<file path="config.mk">
export PLATFORM = sky130hd
export DESIGN_NAME = cal_keeper
export DESIGN_NICKNAME = d
export VERILOG_FILES = /design/src/rtl/cal_pkg.sv /design/src/rtl/cal_commit_slot.sv /design/src/rtl/cal_tod_chain.sv /design/src/rtl/cal_ymd_chain.sv /design/src/rtl/cal_keeper.sv
export SDC_FILE = /design/constraint.sdc
export NUM_CORES = 1
export LEC_CHECK = 0
export BUFFER_PORTS_ARGS = -buffer_cell sky130_fd_sc_hd__buf_2
export CAP_MARGIN = 20
export CORE_UTILIZATION = 60
export DETAILED_ROUTE_END_ITERATION = 10
export PLACE_DENSITY = 0.84
export SKIP_CTS_REPAIR_TIMING = 1
export SLEW_MARGIN = 40
export SYNTH_ARGS = -nofsm -noshare
export SYNTH_HDL_FRONTEND = slang
export SYNTH_SLANG_ARGS = --single-unit
</file>
<file path="constraint.sdc">
create_clock -name clk -period 4.6 [get_ports clk]
set_clock_uncertainty 0.2 [all_clocks]
set_input_delay 0.92 -clock clk [delete_from_list [all_inputs] [get_ports clk]]
set_output_delay 0.92 -clock clk [all_outputs]
set_load 0.005 [all_outputs]
</file>
<file path="src/rtl/cal_pkg.sv">
package cal_pkg;
  localparam int WORD_W = 32;
  localparam int SEC_W  = 6;
  localparam int MIN_W  = 6;
  localparam int HR_W   = 5;
  localparam int DAY_W  = 5;
  localparam int MON_W  = 4;
  localparam int YR_W   = 6;

  // field positions seen by software
  localparam int SEC_LSB  = 0;
  localparam int MIN_LSB  = 8;
  localparam int HR_LSB   = 16;
  localparam int DAY_LSB  = 0;
  localparam int MON_LSB  = 8;
  localparam int YR_LSB   = 16;
  localparam int LEAP_BIT = 22;

  // control word busy flags
  localparam int BUSY_YMD_BIT = 7;
  localparam int BUSY_TOD_BIT = 8;

  localparam logic [1:0] A_CTRL = 2'd0;
  localparam logic [1:0] A_TOD  = 2'd1;
  localparam logic [1:0] A_YMD  = 2'd2;

  localparam logic [SEC_W-1:0] SEC_TOP = SEC_W'(59);
  localparam logic [MIN_W-1:0] MIN_TOP = MIN_W'(59);
  localparam logic [HR_W-1:0]  HR_TOP  = HR_W'(23);
  localparam logic [MON_W-1:0] MON_TOP = MON_W'(12);

  typedef struct packed {
    logic [HR_W-1:0]  hr;
    logic [MIN_W-1:0] mn;
    logic [SEC_W-1:0] sc;
  } tod_t;

  typedef struct packed {
    logic             leap;
    logic [YR_W-1:0]  yr;
    logic [MON_W-1:0] mon;
    logic [DAY_W-1:0] day;
  } ymd_t;

  localparam ymd_t YMD_RESET = '{leap: 1'b0, yr: '0, mon: MON_W'(1), day: DAY_W'(1)};

  function automatic logic [WORD_W-1:0] tod_to_word(input tod_t t);
    logic [WORD_W-1:0] w;
    w = '0;
    w[SEC_LSB +: SEC_W] = t.sc;
    w[MIN_LSB +: MIN_W] = t.mn;
    w[HR_LSB  +: HR_W]  = t.hr;
    return w;
  endfunction

  function automatic tod_t word_to_tod(input logic [WORD_W-1:0] w);
    tod_t t;
    t.sc = w[SEC_LSB +: SEC_W];
    t.mn = w[MIN_LSB +: MIN_W];
    t.hr = w[HR_LSB  +: HR_W];
    return t;
  endfunction

  function automatic logic [WORD_W-1:0] ymd_to_word(input ymd_t d);
    logic [WORD_W-1:0] w;
    w = '0;
    w[DAY_LSB +: DAY_W] = d.day;
    w[MON_LSB +: MON_W] = d.mon;
    w[YR_LSB  +: YR_W]  = d.yr;
    w[LEAP_BIT]         = d.leap;
    return w;
  endfunction

  function automatic ymd_t word_to_ymd(input logic [WORD_W-1:0] w);
    ymd_t d;
    d.day  = w[DAY_LSB +: DAY_W];
    d.mon  = w[MON_LSB +: MON_W];
    d.yr   = w[YR_LSB  +: YR_W];
    d.leap = w[LEAP_BIT];
    return d;
  endfunction

  function automatic logic [DAY_W-1:0] month_last(input logic [MON_W-1:0] m, input logic lp);
    case (m)
      MON_W'(2):                                    return lp ? DAY_W'(29) : DAY_W'(28);
      MON_W'(4), MON_W'(6), MON_W'(9), MON_W'(11): return DAY_W'(30);
      default:                                      return DAY_W'(31);
    endcase
  endfunction
endpackage

</file>
<file path="src/rtl/cal_commit_slot.sv">
module cal_commit_slot #(
  parameter int W             = 17,
  parameter int COMMIT_CYCLES = 3
) (
  input  logic         clk,
  input  logic         rst,
  input  logic         take,
  input  logic [W-1:0] din,
  output logic         busy,
  output logic         fire,
  output logic [W-1:0] held
);
  localparam int CNT_W = $clog2(COMMIT_CYCLES + 1);
  localparam logic [CNT_W-1:0] CNT_LOAD = CNT_W'(COMMIT_CYCLES);

  logic [CNT_W-1:0] cnt_q;

  always_ff @(posedge clk) begin
    if (rst) begin
      cnt_q <= '0;
      held  <= '0;
    end else if (take && cnt_q == '0) begin
      cnt_q <= CNT_LOAD;
      held  <= din;
    end else if (cnt_q != '0) begin
      cnt_q <= cnt_q - 1'b1;
    end
  end

  assign busy = (cnt_q != '0);
  assign fire = (cnt_q == CNT_W'(1));
endmodule

</file>
<file path="src/rtl/cal_tod_chain.sv">
module cal_tod_chain
  import cal_pkg::*;
(
  input  tod_t cur,
  input  logic step,
  output tod_t nxt,
  output logic day_carry
);
  always_comb begin
    nxt       = cur;
    day_carry = 1'b0;
    if (step) begin
      if (cur.sc >= SEC_TOP) begin
        nxt.sc = '0;
        if (cur.mn >= MIN_TOP) begin
          nxt.mn = '0;
          if (cur.hr >= HR_TOP) begin
            nxt.hr    = '0;
            day_carry = 1'b1;
          end else begin
            nxt.hr = cur.hr + 1'b1;
          end
        end else begin
          nxt.mn = cur.mn + 1'b1;
        end
      end else begin
        nxt.sc = cur.sc + 1'b1;
      end
    end
  end
endmodule

</file>
<file path="src/rtl/cal_ymd_chain.sv">
module cal_ymd_chain
  import cal_pkg::*;
(
  input  ymd_t cur,
  input  logic step,
  output ymd_t nxt
);
  logic [DAY_W-1:0] last_day;
  logic [YR_W-1:0]  yr_inc;

  assign last_day = month_last(cur.mon, cur.leap);
  assign yr_inc   = cur.yr + 1'b1;

  always_comb begin
    nxt = cur;
    if (step) begin
      if (cur.day >= last_day) begin
        nxt.day = DAY_W'(1);
        if (cur.mon >= MON_TOP) begin
          nxt.mon  = MON_W'(1);
          nxt.yr   = yr_inc;
          // base year 1970 is 2 mod 4
          nxt.leap = ((yr_inc[1:0] + 2'd2) == 2'd0);
        end else begin
          nxt.mon = cur.mon + 1'b1;
        end
      end else begin
        nxt.day = cur.day + 1'b1;
      end
    end
  end
endmodule

</file>
<file path="src/rtl/cal_keeper.sv">
module cal_keeper
  import cal_pkg::*;
#(
  parameter int COMMIT_CYCLES = 3,
  parameter int ADDR_W        = 2
) (
  input  logic              clk,
  input  logic              rst,
  input  logic              tick,
  input  logic [ADDR_W-1:0] bus_addr,
  input  logic              bus_wr,
  input  logic [31:0]       bus_wdata,
  output logic [31:0]       bus_rdata
);
  localparam int TOD_W = $bits(tod_t);
  localparam int YMD_W = $bits(ymd_t);

  tod_t tod_q, tod_nxt, tod_held;
  ymd_t ymd_q, ymd_nxt, ymd_held;
  logic t_busy, t_fire, d_busy, d_fire;
  logic t_take, d_take, day_carry;
  logic [TOD_W-1:0] tod_held_bits;
  logic [YMD_W-1:0] ymd_held_bits;
  logic [1:0] sel;

  assign sel    = 2'(bus_addr);
  assign t_take = bus_wr && (sel == A_TOD);
  assign d_take = bus_wr && (sel == A_YMD);

  cal_commit_slot #(.W(TOD_W), .COMMIT_CYCLES(COMMIT_CYCLES)) u_tod_slot (
    .clk(clk), .rst(rst), .take(t_take), .din(TOD_W'(word_to_tod(bus_wdata))),
    .busy(t_busy), .fire(t_fire), .held(tod_held_bits)
  );

  cal_commit_slot #(.W(YMD_W), .COMMIT_CYCLES(COMMIT_CYCLES)) u_ymd_slot (
    .clk(clk), .rst(rst), .take(d_take), .din(YMD_W'(word_to_ymd(bus_wdata))),
    .busy(d_busy), .fire(d_fire), .held(ymd_held_bits)
  );

  assign tod_held = tod_t'(tod_held_bits);
  assign ymd_held = ymd_t'(ymd_held_bits);

  cal_tod_chain u_tod_chain (
    .cur(tod_q), .step(tick), .nxt(tod_nxt), .day_carry(day_carry)
  );

  cal_ymd_chain u_ymd_chain (
    .cur(ymd_q), .step(day_carry && !t_fire), .nxt(ymd_nxt)
  );

  always_ff @(posedge clk) begin
    if (rst) begin
      tod_q <= '0;
      ymd_q <= YMD_RESET;
    end else begin
      tod_q <= t_fire ? tod_held : tod_nxt;
      ymd_q <= d_fire ? ymd_held : ymd_nxt;
    end
  end

  always_ff @(posedge clk) begin
    if (rst) begin
      bus_rdata <= '0;
    end else begin
      bus_rdata <= '0;
      case (sel)
        A_CTRL: begin
          bus_rdata[BUSY_TOD_BIT] <= t_busy;
          bus_rdata[BUSY_YMD_BIT] <= d_busy;
        end
        A_TOD:   bus_rdata <= tod_to_word(tod_q);
        A_YMD:   bus_rdata <= ymd_to_word(ymd_q);
        default: bus_rdata <= '0;
      endcase
    end
  end
endmodule

</file>
==> results.cfg <==
[status]
status = completed

[die]
die_x_um = 86.3
die_y_um = 86.3
rows = 30
coreArea_sq_um = 6830
initial_core_util_pct = 62.4
ios = 70
dieArea_sq_um = 7450

[synthesis]
synth_area_leaders = dfxtp_1 42%, nand2_1 7.7%, a21oi_1 6.1%, ha_1 5.9%, nor2_1 3.8%
netlist_instances = 524
yosysSeqAreaShare_pct = 42.3
yosysTopAreaCell = dfxtp_1
synthArstFlopShare_pct = 0
yosysUniqueCellTypes = 56
netlist_area_sq_um = 4260
yosysTopAreaCellShare_pct = 42.3
ys_warn_count = 0
avgSynthCellArea_sq_um = 8.14
ys_seq_elements = 90
synth_edf_count = 0
ys_dominant_reg_cell = dfxtp_1

[sta]
setup_tns_ns = 0
hold_ws_ns = 0.253
relSlewSlack_pct = 50.0
hold_violations = 0
clock.fmax_mhz = 332
finalCritPeriodShare_pct = 65.5
tightest_slew_ns = 0.748
rsz0062_at_grt = no
drv_slew = 0
setup_viol = 0
fin_crit_ns = 3.01
fin_ws_ns = 1.59

[job]
cap_violations = 0

[pwr]
ir_drop_mv = 0.255
p_leak_nw = 1.86
cellPowerDensity_nw_per_um2 = 472
p_total_mw = 2.22

[grt]
grt_start_max_net_pins = 66
grt_pass1_vias = 3422
track_usage_pct = 28.0
antenna_found_initial = 0
grt_pass1_wl_um = 16200
overflow = 0

[clocking]
h-tree-depth = 3
worstSkewPairLatency_ns = 0.37
path_clk_slew_ns = 0.09
numCtsBuffers = 9
clock_sinks = 90
cts_root_buf = clkbuf_8
clockBufferDepth = 2
cts_tree = yes

[setup_path]
worstSetupEndpointType = flip-flop
path_class = flip-flop to flip-flop
required_ns = 4.67
arrival_ns = 3.08
crit_fanout = 8
start_kind = flip-flop

[route]
drc_errors = 0
drt-total-wl_um = 9840
vias = 3858
dr.pass1.iters = 6
ant_nets = 0
wl_per_cell_um = 15.1
viasPerCell = 5.91
dr.first_iter.drc_count = 452

[finish]
fillers = 579
drive_gt1_share_pct = 12.4
area_delta_synth_final_pct = 10.2
fin_util_pct = 68.8
antenna_cells = 0
final_nets = 610

[placed_design]
port-buffer-count = 44
hpwl_um = 6620
pre_cts_ws_ns = 1.45
gp_congestion = 0.921

[hold_path]
min_path_type = flip-flop to flip-flop
## layer usage
metal  vias to the layer above  GRT usage [%]  routed length (um)
met5                         -              0                   0
met4                         0           13.9                 268
met3                        20           5.14                 785
met2                       192           42.0                4260
met1                      1768           38.9                4520
li1                       1878              -                   -
## placed cells by master (no fill, tap or decap), types with 3 or more instances in the layout
cell      count
a211oi_1      9
a21oi_1      52
a221oi_1      4
a22oi_1      13
a31oi_1       5
a41oi_1       3
and2_1        4
and3_1       12
buf_2        44
buf_4         3
clkbuf_8     10
conb_1       12
dfxtp_1      90
ha_1         20
inv_1        22
mux2i_1       6
nand2_1      88
nand2b_1      5
nand3_1       9
nand3b_1      3
nand4_1       6
nor2_1       43
nor2b_1       4
nor3_1       14
nor3b_1       3
nor4_1        3
o21ai_0      20
o31ai_1       6
o41ai_1       4
xnor2_1       3
## worst max-delay path, cell delays in order, from the launching register on
cell	delay [ns]
dfxtp_1	0.47
inv_1	0.12
ha_1	0.22
o21ai_0	0.13
o21ai_0	0.09
o21ai_0	0.18
ha_1	0.14
nand2b_1	0.12
a21oi_1	0.14
nor4_4	0.58
a41oi_1	0.20
o311a_1	0.31
## registers in the layout, summed over array words and instances, names as in the netlist
name and count:
u_tod_slot.held 17, u_ymd_slot.held 16, u_ymd_slot.cnt_q 2, ymd_q 16, u_tod_slot.cnt_q 2, tod_q 17
bus_rdata 20
## per-stage QoR
stage | instance area (sq um) | std cells
after floorplan | 4310 | 535
after global placement | 4460 | 637
after detailed placement | 4460 | 637
after CTS | 4680 | 653
after global routing | 4700 | 653
final | 4700 | 653
## cells by family after synthesis
kind of cell    count (synthesis)  share of synthesized area [%]
fa+ha+maj                      20                           5.87
compound gates                134                           20.0
flops                          90                           42.3
mux                             7                           1.67
simple gates                  205                           22.5
xor+xnor                        3                          0.616
buf+inv                        64                           6.98
other cells                     1                         0.0879
## power breakdown
group | switching (mW) | total [mW] | internal (mW)
Sequential | 0.150 | 1.04 | 0.894
Clock | 0.287 | 0.608 | 0.321
Combinational | 0.341 | 0.565 | 0.224
## worst paths after layout
kind | endpoint | cells past startpoint | start | slack, ns
max | ymd_q[13]$_SDFFE_PP0P_ | 11 | ymd_q[5]$_SDFFE_PP1P_ | 1.59
max reg2reg | ymd_q[13]$_SDFFE_PP0P_ | 11 | ymd_q[5]$_SDFFE_PP1P_ | 1.59
min reg2reg | u_ymd_slot.held[13]$_SDFFE_PP0P_ | 2 | u_ymd_slot.held[13]$_SDFFE_PP0P_ | 0.25
min | u_ymd_slot.held[13]$_SDFFE_PP0P_ | 2 | u_ymd_slot.held[13]$_SDFFE_PP0P_ | 0.25
## cell usage after synthesis, drive strengths merged (2+ instances only)
| library cell | instances |
|---|---|
| a22oi | 13 |
| ha | 20 |
| a221oi | 4 |
| nand3 | 9 |
| nand3b | 3 |
| nand4 | 6 |
| clkbuf | 24 |
| o21ai | 21 |
| nor3 | 14 |
| a21oi | 52 |
| buf | 17 |
| a41oi | 3 |
| a21o | 2 |
| o41ai | 4 |
| nor4b | 2 |
| o211ai | 2 |
| mux2i | 6 |
| nor4 | 5 |
| nor2 | 43 |
| a211oi | 9 |
| or3 | 2 |
| a31oi | 5 |
| nand2b | 5 |
| nand2 | 88 |
| inv | 22 |
| nor2b | 4 |
| and2 | 4 |
| or4 | 2 |
| xnor2 | 3 |
| o311a | 2 |
| o31ai | 6 |
| and3 | 12 |
| o2111a | 2 |
| nor3b | 3 |
| o21a | 2 |
| dfxtp | 90 |
## cell type report
cell class	count	area (sq um)	share of cell area, %
Multi-Input combinational cell	381	2220	47.3
Sequential cell	90	1800	38.3
Timing Repair Buffer	47	243	5.17
Clock buffer	10	138	2.93
Tap cell	96	120	2.56
Clock inverter	6	88.8	1.89
Inverter	23	86.3	1.84
Power figures use the tool's default switching activity.
